===== src/rtl/cfg_pkg.sv =====
package cfg_pkg;

    localparam int FRAME_BITS = 32;
    localparam int HDR_BITS   = 12;
    localparam int ADDR_BITS  = 4;
    localparam int WORD_BITS  = 16;
    localparam int NUM_REGS   = 8;
    localparam int SLOT_BITS  = $clog2(NUM_REGS);
    localparam int TRIM_BITS  = 9;
    localparam int TRIM_LSB   = WORD_BITS - TRIM_BITS;

    localparam logic [HDR_BITS-1:0] HDR_VALUE = 12'h001;

    typedef logic [WORD_BITS-1:0] word_t;

    typedef struct packed {
        logic                 ok;
        logic [SLOT_BITS-1:0] idx;
    } slot_t;

    localparam int SLOT_SPARE0 = 0;
    localparam int SLOT_CFG    = 1;
    localparam int SLOT_OFS    = 2;
    localparam int SLOT_FS     = 3;
    localparam int SLOT_SPARE4 = 4;
    localparam int SLOT_DES    = 5;
    localparam int SLOT_COARSE = 6;
    localparam int SLOT_FINE   = 7;

    localparam int CFG_OE_BIT    = 8;
    localparam int CFG_LVL_BIT   = 9;
    localparam int CFG_DDRN_BIT  = 10;
    localparam int CFG_PHASE_BIT = 11;
    localparam int DES_EN_BIT    = 15;
    localparam int DES_AUTO_BIT  = 14;

    localparam word_t DES_INIT_WORD = 16'h3FFF;

    function automatic slot_t slot_of(input logic [ADDR_BITS-1:0] a);
        slot_t s;
        s.ok  = 1'b1;
        s.idx = '0;
        case (a)
            4'h0:    s.idx = SLOT_BITS'(SLOT_SPARE0);
            4'h1:    s.idx = SLOT_BITS'(SLOT_CFG);
            4'h2:    s.idx = SLOT_BITS'(SLOT_OFS);
            4'h3:    s.idx = SLOT_BITS'(SLOT_FS);
            4'h4:    s.idx = SLOT_BITS'(SLOT_SPARE4);
            4'hD:    s.idx = SLOT_BITS'(SLOT_DES);
            4'hE:    s.idx = SLOT_BITS'(SLOT_COARSE);
            4'hF:    s.idx = SLOT_BITS'(SLOT_FINE);
            default: s.ok  = 1'b0;
        endcase
        return s;
    endfunction

    function automatic word_t reset_word(input int idx);
        case (idx)
            SLOT_CFG: return 16'h0200;
            SLOT_FS:  return 16'h8000;
            SLOT_DES: return DES_INIT_WORD;
            default:  return 16'h0000;
        endcase
    endfunction

endpackage


===== src/rtl/cfg_sync_edge.sv =====
module cfg_sync_edge #(
    parameter int               WIDTH   = 4,
    parameter int               STAGES  = 2,
    parameter logic [WIDTH-1:0] RST_VAL = '0
) (
    input  logic             clk,
    input  logic             rst,
    input  logic [WIDTH-1:0] din,
    output logic [WIDTH-1:0] dout,
    output logic [WIDTH-1:0] rise
);

    typedef struct packed {
        logic [STAGES-1:0][WIDTH-1:0] pipe;
        logic [WIDTH-1:0]             prev;
    } sync_state_t;

    sync_state_t st_d, st_q;

    always_comb begin
        st_d         = st_q;
        st_d.pipe[0] = din;
        for (int i = 1; i < STAGES; i++) begin
            st_d.pipe[i] = st_q.pipe[i-1];
        end
        st_d.prev = st_q.pipe[STAGES-1];
        if (rst) begin
            st_d.pipe = {STAGES{RST_VAL}};
            st_d.prev = RST_VAL;
        end
    end

    always_ff @(posedge clk) begin
        st_q <= st_d;
    end

    assign dout = st_q.pipe[STAGES-1];
    assign rise = st_q.pipe[STAGES-1] & ~st_q.prev;

endmodule


===== src/rtl/cfg_frame_rx.sv =====
module cfg_frame_rx
    import cfg_pkg::*;
(
    input  logic                 clk,
    input  logic                 rst,
    input  logic                 enable,
    input  logic                 sel_n,
    input  logic                 sel_rise,
    input  logic                 sclk_rise,
    input  logic                 sdat,
    output logic                 frm_vld,
    output logic [ADDR_BITS-1:0] frm_addr,
    output word_t                frm_data
);

    localparam int CNT_W   = $clog2(FRAME_BITS + 2);
    localparam int CNT_MAX = FRAME_BITS + 1;

    typedef struct packed {
        logic [FRAME_BITS-1:0] shreg;
        logic [CNT_W-1:0]      cnt;
        logic                  vld;
        logic [ADDR_BITS-1:0]  addr;
        word_t                 data;
    } rx_state_t;

    rx_state_t st_d, st_q;
    logic      hdr_ok;

    assign hdr_ok = (st_q.shreg[FRAME_BITS-1 -: HDR_BITS] == HDR_VALUE);

    always_comb begin
        st_d     = st_q;
        st_d.vld = 1'b0;
        if (!enable) begin
            st_d.shreg = '0;
            st_d.cnt   = '0;
        end else if (sel_rise) begin
            if (st_q.cnt == CNT_W'(FRAME_BITS) && hdr_ok) begin
                st_d.vld  = 1'b1;
                st_d.addr = st_q.shreg[WORD_BITS +: ADDR_BITS];
                st_d.data = st_q.shreg[WORD_BITS-1:0];
            end
            st_d.cnt = '0;
        end else if (sel_n) begin
            st_d.cnt = '0;
        end else if (sclk_rise) begin
            st_d.shreg = {st_q.shreg[FRAME_BITS-2:0], sdat};
            if (st_q.cnt != CNT_W'(CNT_MAX)) begin
                st_d.cnt = st_q.cnt + 1'b1;
            end
        end
        if (rst) begin
            st_d = '0;
        end
    end

    always_ff @(posedge clk) begin
        st_q <= st_d;
    end

    assign frm_vld  = st_q.vld;
    assign frm_addr = st_q.addr;
    assign frm_data = st_q.data;

    // A frame is only emitted after exactly 32 captured bits.
    assert_len_exact_R3: assert property (@(posedge clk) disable iff (rst)
        st_q.vld |-> $past(st_q.cnt) == CNT_W'(FRAME_BITS));

    // The bit counter saturates one beyond the frame length.
    assert_cnt_sat_R3: assert property (@(posedge clk) disable iff (rst)
        st_q.cnt <= CNT_W'(CNT_MAX));

    // An emitted frame carried the fixed header.
    assert_hdr_R2: assert property (@(posedge clk) disable iff (rst)
        st_q.vld |-> $past(st_q.shreg[FRAME_BITS-1 -: HDR_BITS]) == HDR_VALUE);

    // With the port disabled no frame is emitted.
    assert_ext_off_R4: assert property (@(posedge clk) disable iff (rst)
        !enable |=> !st_q.vld);

endmodule


===== src/rtl/cfg_regfile.sv =====
module cfg_regfile
    import cfg_pkg::*;
(
    input  logic                               clk,
    input  logic                               rst,
    input  logic                               wr_vld,
    input  logic [ADDR_BITS-1:0]               wr_addr,
    input  word_t                              wr_data,
    output logic [NUM_REGS-1:0][WORD_BITS-1:0] regs,
    output logic                               all_written
);

    typedef struct packed {
        logic [NUM_REGS-1:0][WORD_BITS-1:0] regs;
        logic [NUM_REGS-1:0]                wr;
    } rf_state_t;

    rf_state_t st_d, st_q;
    slot_t     tgt;
    word_t     val;
    logic      accept;

    always_comb begin
        tgt    = slot_of(wr_addr);
        val    = wr_data;
        accept = wr_vld && tgt.ok;
        if (int'(tgt.idx) == SLOT_CFG && !wr_data[CFG_DDRN_BIT]) begin
            val[CFG_OE_BIT] = 1'b0;
        end
        if (int'(tgt.idx) == SLOT_DES && !st_q.wr[SLOT_DES]
            && wr_data != DES_INIT_WORD) begin
            accept = 1'b0;
        end

        st_d = st_q;
        if (accept) begin
            st_d.regs[tgt.idx] = val;
            st_d.wr[tgt.idx]   = 1'b1;
        end
        if (rst) begin
            for (int i = 0; i < NUM_REGS; i++) begin
                st_d.regs[i] = reset_word(i);
            end
            st_d.wr = '0;
        end
    end

    always_ff @(posedge clk) begin
        st_q <= st_d;
    end

    assign regs        = st_q.regs;
    assign all_written = &st_q.wr;

    // Stored config never holds output enable together with DDR mode.
    assert_oe_ddr_R6: assert property (@(posedge clk) disable iff (rst)
        !st_q.regs[SLOT_CFG][CFG_DDRN_BIT] |-> !st_q.regs[SLOT_CFG][CFG_OE_BIT]);

    // The dual-edge register is first marked written only by the init word.
    assert_des_first_R9: assert property (@(posedge clk) disable iff (rst)
        $rose(st_q.wr[SLOT_DES]) |-> $past(wr_data) == DES_INIT_WORD);

    // Without an incoming frame no register moves.
    assert_hold_R3: assert property (@(posedge clk) disable iff (rst)
        !wr_vld |=> $stable(st_q.regs));

    // Unmapped addresses never mark anything written.
    assert_unmapped_R10: assert property (@(posedge clk) disable iff (rst)
        (wr_vld && !slot_of(wr_addr).ok) |=> $stable(st_q.wr));

endmodule


===== src/rtl/serial_cfg_slave.sv =====
module serial_cfg_slave
    import cfg_pkg::*;
(
    input  logic                 clk,
    input  logic                 rst,
    input  logic                 ext_mode_i,
    input  logic                 sel_n_i,
    input  logic                 sclk_i,
    input  logic                 sdat_i,
    output logic                 ddr_n_o,
    output logic                 ddr_phase_o,
    output logic                 out_en_o,
    output logic                 out_lvl_o,
    output logic [TRIM_BITS-1:0] offset_o,
    output logic [TRIM_BITS-1:0] fs_adj_o,
    output logic                 des_en_o,
    output logic                 auto_phase_o,
    output logic [WORD_BITS-1:0] coarse_o,
    output logic [WORD_BITS-1:0] fine_o
);

    localparam int PIN_N   = 4;
    localparam int P_SDAT  = 0;
    localparam int P_SCLK  = 1;
    localparam int P_SEL   = 2;
    localparam int P_EXT   = 3;
    localparam logic [PIN_N-1:0] PIN_IDLE = 4'b0100;

    logic [PIN_N-1:0]                   pins_s, pins_r;
    logic                               frm_vld;
    logic [ADDR_BITS-1:0]               frm_addr;
    word_t                              frm_data;
    logic [NUM_REGS-1:0][WORD_BITS-1:0] regs;
    logic                               all_wr;
    logic                               unused_rise;

    cfg_sync_edge #(
        .WIDTH   (PIN_N),
        .STAGES  (2),
        .RST_VAL (PIN_IDLE)
    ) u_sync (
        .clk  (clk),
        .rst  (rst),
        .din  ({ext_mode_i, sel_n_i, sclk_i, sdat_i}),
        .dout (pins_s),
        .rise (pins_r)
    );

    assign unused_rise = pins_r[P_SDAT] ^ pins_r[P_EXT];

    cfg_frame_rx u_rx (
        .clk       (clk),
        .rst       (rst),
        .enable    (pins_s[P_EXT]),
        .sel_n     (pins_s[P_SEL]),
        .sel_rise  (pins_r[P_SEL]),
        .sclk_rise (pins_r[P_SCLK]),
        .sdat      (pins_s[P_SDAT]),
        .frm_vld   (frm_vld),
        .frm_addr  (frm_addr),
        .frm_data  (frm_data)
    );

    cfg_regfile u_rf (
        .clk         (clk),
        .rst         (rst),
        .wr_vld      (frm_vld),
        .wr_addr     (frm_addr),
        .wr_data     (frm_data),
        .regs        (regs),
        .all_written (all_wr)
    );

    assign out_en_o     = regs[SLOT_CFG][CFG_OE_BIT];
    assign out_lvl_o    = regs[SLOT_CFG][CFG_LVL_BIT];
    assign ddr_n_o      = regs[SLOT_CFG][CFG_DDRN_BIT];
    assign ddr_phase_o  = regs[SLOT_CFG][CFG_PHASE_BIT];
    assign offset_o     = regs[SLOT_OFS][WORD_BITS-1:TRIM_LSB];
    assign fs_adj_o     = regs[SLOT_FS][WORD_BITS-1:TRIM_LSB];
    assign des_en_o     = regs[SLOT_DES][DES_EN_BIT] & all_wr;
    assign auto_phase_o = regs[SLOT_DES][DES_AUTO_BIT];
    assign coarse_o     = regs[SLOT_COARSE];
    assign fine_o       = regs[SLOT_FINE];

    logic [WORD_BITS*3-1:0] unused_bits;
    assign unused_bits = {regs[SLOT_SPARE0], regs[SLOT_SPARE4], regs[SLOT_DES]};

    // Dual-edge enable can only rise while every register is written.
    assert_des_gate_R8: assert property (@(posedge clk) disable iff (rst)
        $rose(des_en_o) |-> all_wr);

endmodule


===== config.mk =====
export PLATFORM = sky130hd
export DESIGN_NAME = serial_cfg_slave
export DESIGN_NICKNAME = d
export VERILOG_FILES = /design/src/rtl/cfg_pkg.sv /design/src/rtl/cfg_sync_edge.sv /design/src/rtl/cfg_frame_rx.sv /design/src/rtl/cfg_regfile.sv /design/src/rtl/serial_cfg_slave.sv
export SDC_FILE = /design/constraint.sdc
export NUM_CORES = 1
export LEC_CHECK = 0
export ABC_AREA = 1
export BUFFER_PORTS_ARGS = -buffer_cell sky130_fd_sc_hd__buf_2
export CAP_MARGIN = 15
export CELL_PAD_IN_SITES_DETAIL_PLACEMENT = 1
export CELL_PAD_IN_SITES_GLOBAL_PLACEMENT = 1
export CORE_MARGIN = 2
export CORE_UTILIZATION = 45
export DETAILED_ROUTE_END_ITERATION = 6
export PLACE_DENSITY = 0.93
export SLEW_MARGIN = 20
export SYNTH_ARGS = -nofsm -noshare
export SYNTH_HDL_FRONTEND = slang
export SYNTH_SLANG_ARGS = --single-unit

===== constraint.sdc =====
create_clock -name clk -period 2.45 [get_ports clk]
set_input_delay 0.3675 -clock clk [delete_from_list [all_inputs] [get_ports clk]]
set_output_delay 0.3675 -clock clk [all_outputs]
set_load 0.1 [all_outputs]

# Word level (Yosys, flattened, before mapping)
# Index checks and enable logic that the tools add are counted.
[totals]
ff_bits = 206
output_inout_bits = 56
elab_cells = 67
[classes]
addsub = 1
magnitude_cmp = 2
eq_ne = 13
n_mux = 10
n_bitwise = 7
n_reduce_logical = 17
[ops]
columns = ["operator", "count"]
rows = [
  ["$bwmux W128", 1],
  ["$demux W16 S3", 1],
  ["$mux W21", 1],
  ["$pmux W3 S7", 1],
  ["$mux W16", 1],
  ["$ne A16 B14 Y1 const B", 1],
  ["$eq A12 B1 Y1 const B", 1],
  ["$eq A4 B4 Y1 const B", 3],
  ["$eq A4 B2 Y1 const B", 2],
  ["$or A8 B8 Y8", 1],
  ["$reduce_and A8 Y1", 1],
  ["$reduce_or A8 Y1", 1],
  ["$add A6 B1 Y6 const B", 1],
  ["$eq A6 B6 Y1 const B", 1],
  ["$logic_and A1 B1 Y1", 6],
  ["$ne A6 B6 Y1 const B", 1],
  ["$reduce_and A3 Y1", 2],
  ["$eq A4 B1 Y1 const B", 1],
  ["$eq A4 B3 Y1 const B", 1],
  ["$logic_not A4 Y1", 1],
  ["$lt A3 B4 Y1 const B", 1],
  ["$mux W1", 4],
  ["$reduce_or A4 Y1", 1],
  ["$and A3 B3 Y3", 1],
  ["11 further kinds", 14],
]

# Longest topological paths before layout
[logic_depth]
word_depth = 7
mapped_depth = 11

# By module
# Synthesis repeated with hierarchy kept, for this count alone.
[unflattened]
hier_cells = 1407
area_unflattened_um2 = 9666.8
[by_module_without_submodules]
columns = ["mod", "instances", "cells_each", "area_per_inst_um2", "seq_area_each_um2"]
rows = [
  ["cfg_regfile", 1, 1013, 6718.9, 2722.6],
  ["cfg_frame_rx", 1, 346, 2549.9, 1181.1],
  ["cfg_sync_edge", 1, 46, 390.4, 240.2],
  ["serial_cfg_slave", 1, 2, 7.5, 0.0],
]

# Worst setup path after synthesis
# No wires, ideal clock.
[synth_path]
path_type = "flip-flop to output port"
startpoint = "reg u_rf.st_q[5] in the netlist's numbering"
endpoint = "out des_en_o"
arrival_time_ns = 2.483
t_required_ns = 2.082
setup_slack_ns = -0.400
stages_incl_launch_ff = 3
n_path_buf = 0
path_cell_list = "dfxtp_1 nand4_1 nor3_1"
[synth_via]
elab_chain_cells = 2
[synth_rtl]
columns = ["item", "line_no", "rtl"]
rows = [
  ["start: declaration", "cfg_regfile.sv:18", "rf_state_t st_d, st_q;"],
  ["start signal: assignment", "cfg_regfile.sv:49", "st_q <= st_d;"],
  ["$reduce_and A8 Y1", "cfg_regfile.sv:53", "assign all_written = &st_q.wr;"],
  ["$and A1 B1 Y1", "serial_cfg_slave.sv:80", "assign des_en_o = regs[SLOT_DES][DES_EN_BIT] & all_wr;"],
  ["end: declaration", "serial_cfg_slave.sv:16", "output logic des_en_o,"],
]
# No other way between the ends.

# Worst setup path in the final report
[layout_path]
startpoint = "reg u_rx.st_q, in the netlist u_rx.frm_addr[1]"
endpoint = "reg u_rf.st_q, in the netlist u_rf.regs[39]"
[layout_via]
elab_chain_cells = 7
[layout_rtl]
columns = ["item", "line_no", "rtl"]
rows = [
  ["start: declaration", "cfg_frame_rx.sv:27", "rx_state_t st_d, st_q;"],
  ["start signal: assignment", "cfg_frame_rx.sv:59", "st_q <= st_d;"],
  ["$eq A4 B4 Y1, or another cell as far along", "cfg_pkg.sv:43", "case (a)"],
  ["$pmux W3 S7", "cfg_pkg.sv:43", ""],
  ["$lt A3 B4 Y1 (not written as such) or $ge A3 B1 Y1 (tied branches)", "cfg_regfile.sv:37", "st_d.regs[tgt.idx] = val;"],
  ["$logic_and A1 B1 Y1 (not written as such)", "cfg_regfile.sv:37", ""],
  ["$mux W16 (not written as such)", "cfg_regfile.sv:37", ""],
  ["$demux W16 S3", "--", ""],
  ["$bwmux W128", "cfg_regfile.sv:37", ""],
]
# Parallel ways exist; a longest one is shown, timed or not.
# A chain may end at the register's enable or synchronous reset.

==> metrics.cfg <==
[run_status]
status=finished clean

[timing]
fmax_ghz=0.475
tns_ps=0
hold_violations=0
period_share_pct=86.0
drv_slew=0
fin_worst_skew_ps=10.4
setup_viol=0
fin_crit_ps=2110
relSlewSlack_pct=49.8
worst_slew_pin_slew_ps=752
rsz0062_at_grt=no
hold_slack_ps=125

[clock_tree]
cts_root_buf=clkbuf_16
clock_path_buffers=2
cts-buffers-inserted=17
insertion_delay_ps=430
cts.sink_count=133
postCtsSetupBuffers=0
hold_buffers=0
ctsHtreeMaxLevel=4
clk_pin_slew_ps=60
cts_resized=0
tritoncts=done

[synthesis]
mappedNetlistArea_mm2=0.00566
synthArstFlopShare_pct=0
syn_inst=805
syn-num-nets=814
yosysTopAreaCellShare_pct=47.1
synth_enable_flop_cells=0
synth_area_leader_cell=dfxtp_1
synth.most_common_cell=nand2_1
ys_ff_latch=133
ys.flop_type=dfxtp_1
synthTopCellsByCount=176 x nand2_1, 166 x nor2_1, 133 x dfxtp_1
synth_area_leaders=dfxtp_1 47%, nand2_1 12%, nor2_1 11%, inv_1 7.5%, buf_4 6.9%
yosysSeqAreaShare_pct=47.1
syn_area_per_cell_um2=7.03
yosys_warnings=0
netlist-cell-type-count=27

[floorplan]
coreArea_mm2=0.0122
fp.dieH_um=116
num_io_pins=62
die-area_mm2=0.0135
rows=40
die_w_um=116
start_util_pct=46.5

[critical_path]
cp_data_required_time_ps=2760
cp-start-kind=flop
crit_chain=inv_1 > nand3_1 > a21oi_4 > nand3_2 > nor2_1 > nor2_1
cp.arrival_ps=2420
crit_fanout=18
crit_family=simple AND/OR/NAND/NOR gates
crit_top_cell=nor2_1
path_class=reg -> reg
max_stage_delay_ps=450
worst-path-buf-inv=1
end_kind=flop
slowest_stage=a21oi_4

[routing]
wl_per_cell_um=15.6
dr.pass1.iters=4
ant_nets=0
drtIter0Drc=342
post-route-drc-count=0
vias=4899
viasPerCell=4.92
drt-total-wl_um=15500

[global_route]
grt_max_degree=78
overflow=0
track_usage_pct=24.2
grt_pass1_vias=5134
antenna_found_initial=0
grt_pass1_wl_um=25400

[power]
cellPowerDensity_mw_per_mm2=758
leakage_nw=3.14
vdd_drop_max_mv=0.370
power_mw=4.81

[finish]
instances_no_fill=995
insertedDiodeCount=0
areaGrowthSynthToFinish_pct=12.2
fill_cells=1564
fin_util_pct=52.2
drive_above_1_share_pct=13.2
layout.nets=823

[placement]
dp.cells=963
dpl.hpwl_um=8970
place.gp.congestion=0.802
numPortBuffers=61

[job]
maxCapViolations=0

[hold_path]
hold_class=in -> reg

report_power, final:
group	switching [mW]	total (mW)	internal, mW
Combinational	0.0473	0.0636	0.0163
Sequential	0.00293	2.17	2.17
Clock	0.963	2.57	1.61
Total	1.01	4.81	3.79
layer usage:
layer / up-vias / wire length (um) / part of all wire (%) / GRT usage [%]
met5: - / 0 / 0 / 0
met4: 0 / 454 / 2.9 / 11.7
met3: 40 / 620 / 4.0 / 6.07
met2: 110 / 7790 / 50 / 41.7
met1: 2347 / 6610 / 43 / 28.2
li1: 2402 / - / - / -
logic make-up (layout without fill, tap and decap cells):
kind of cell             count (synthesis)  after routing  share of synthesized area [%]
AND/OR/NAND/NOR                        384            384                           27.3
adder cells (fa/ha/maj)                  3              3                          0.664
AO/OA/AOI/OAI                           86             86                           7.90
XOR/XNOR                                 2              2                          0.310
buffers and inverters                  197            219                           16.8
flip-flops                             133            133                           47.1
cell usage in the layout (no fill, tap or decap), drive strengths merged:
cell type and n:
or2 2, o21ai 40, inv 115, nand4 12, xor2 1, nand3 16
nand2 176, ha 3, nor3b 2, buf 72, a211oi 1, nor2 166
nor3 8, clkinv 4, clkbuf 25, clkinvlp 1, bufinv 2, xnor2 1
a21oi 44, dfxtp 133, o21a 1, nor4 2
stage by stage:
| stage | cell area [um2] | setup WS [ps] |
|---|---|---|
| after global placement | 5750 | 642 |
| after global routing | 6340 | 215 |
| final | 6340 | 343 |
| after detailed placement | 5750 | 523 |
| after floorplan | 5660 | 444 |
| after CTS | 6340 | 382 |
path summary, 6_finish.rpt:
kind	startpoint	slack, ps	to	cells past startpoint
worst max-delay path	u_rx.frm_addr[1]	340	u_rf.regs[39]	6
worst min-delay path	sel_n_i	120	u_sync.st_q[6]	2
worst max register to register	u_rx.frm_addr[1]	340	u_rf.regs[39]	6
worst min register to register	u_sync.st_q[4]	410	u_sync.dout[0]	2
state kept, by name, indices dropped and copies added (netlist names):
register / flops
u_rx.st_q: 38
u_rf.regs: 56
u_rx.frm_addr: 4
u_rx.frm_data: 16
u_rf.st_q: 8
u_sync.st_q: 6
u_sync.dout: 4
u_rx.frm_vld: 1
final cells by class:
| type | count | area [um2] | share of cell area, % |
|---|---|---|---|
| sequential | 133 | 2660 | 42.0 |
| multi-input combinational | 475 | 2050 | 32.3 |
| clock buffer | 25 | 495 | 7.81 |
| inverter | 115 | 432 | 6.80 |
| timing repair buffer | 72 | 400 | 6.31 |
| tap | 168 | 210 | 3.31 |
| clock inverter | 7 | 95.1 | 1.50 |
No activity file was read; power rests on OpenSTA's default activity.
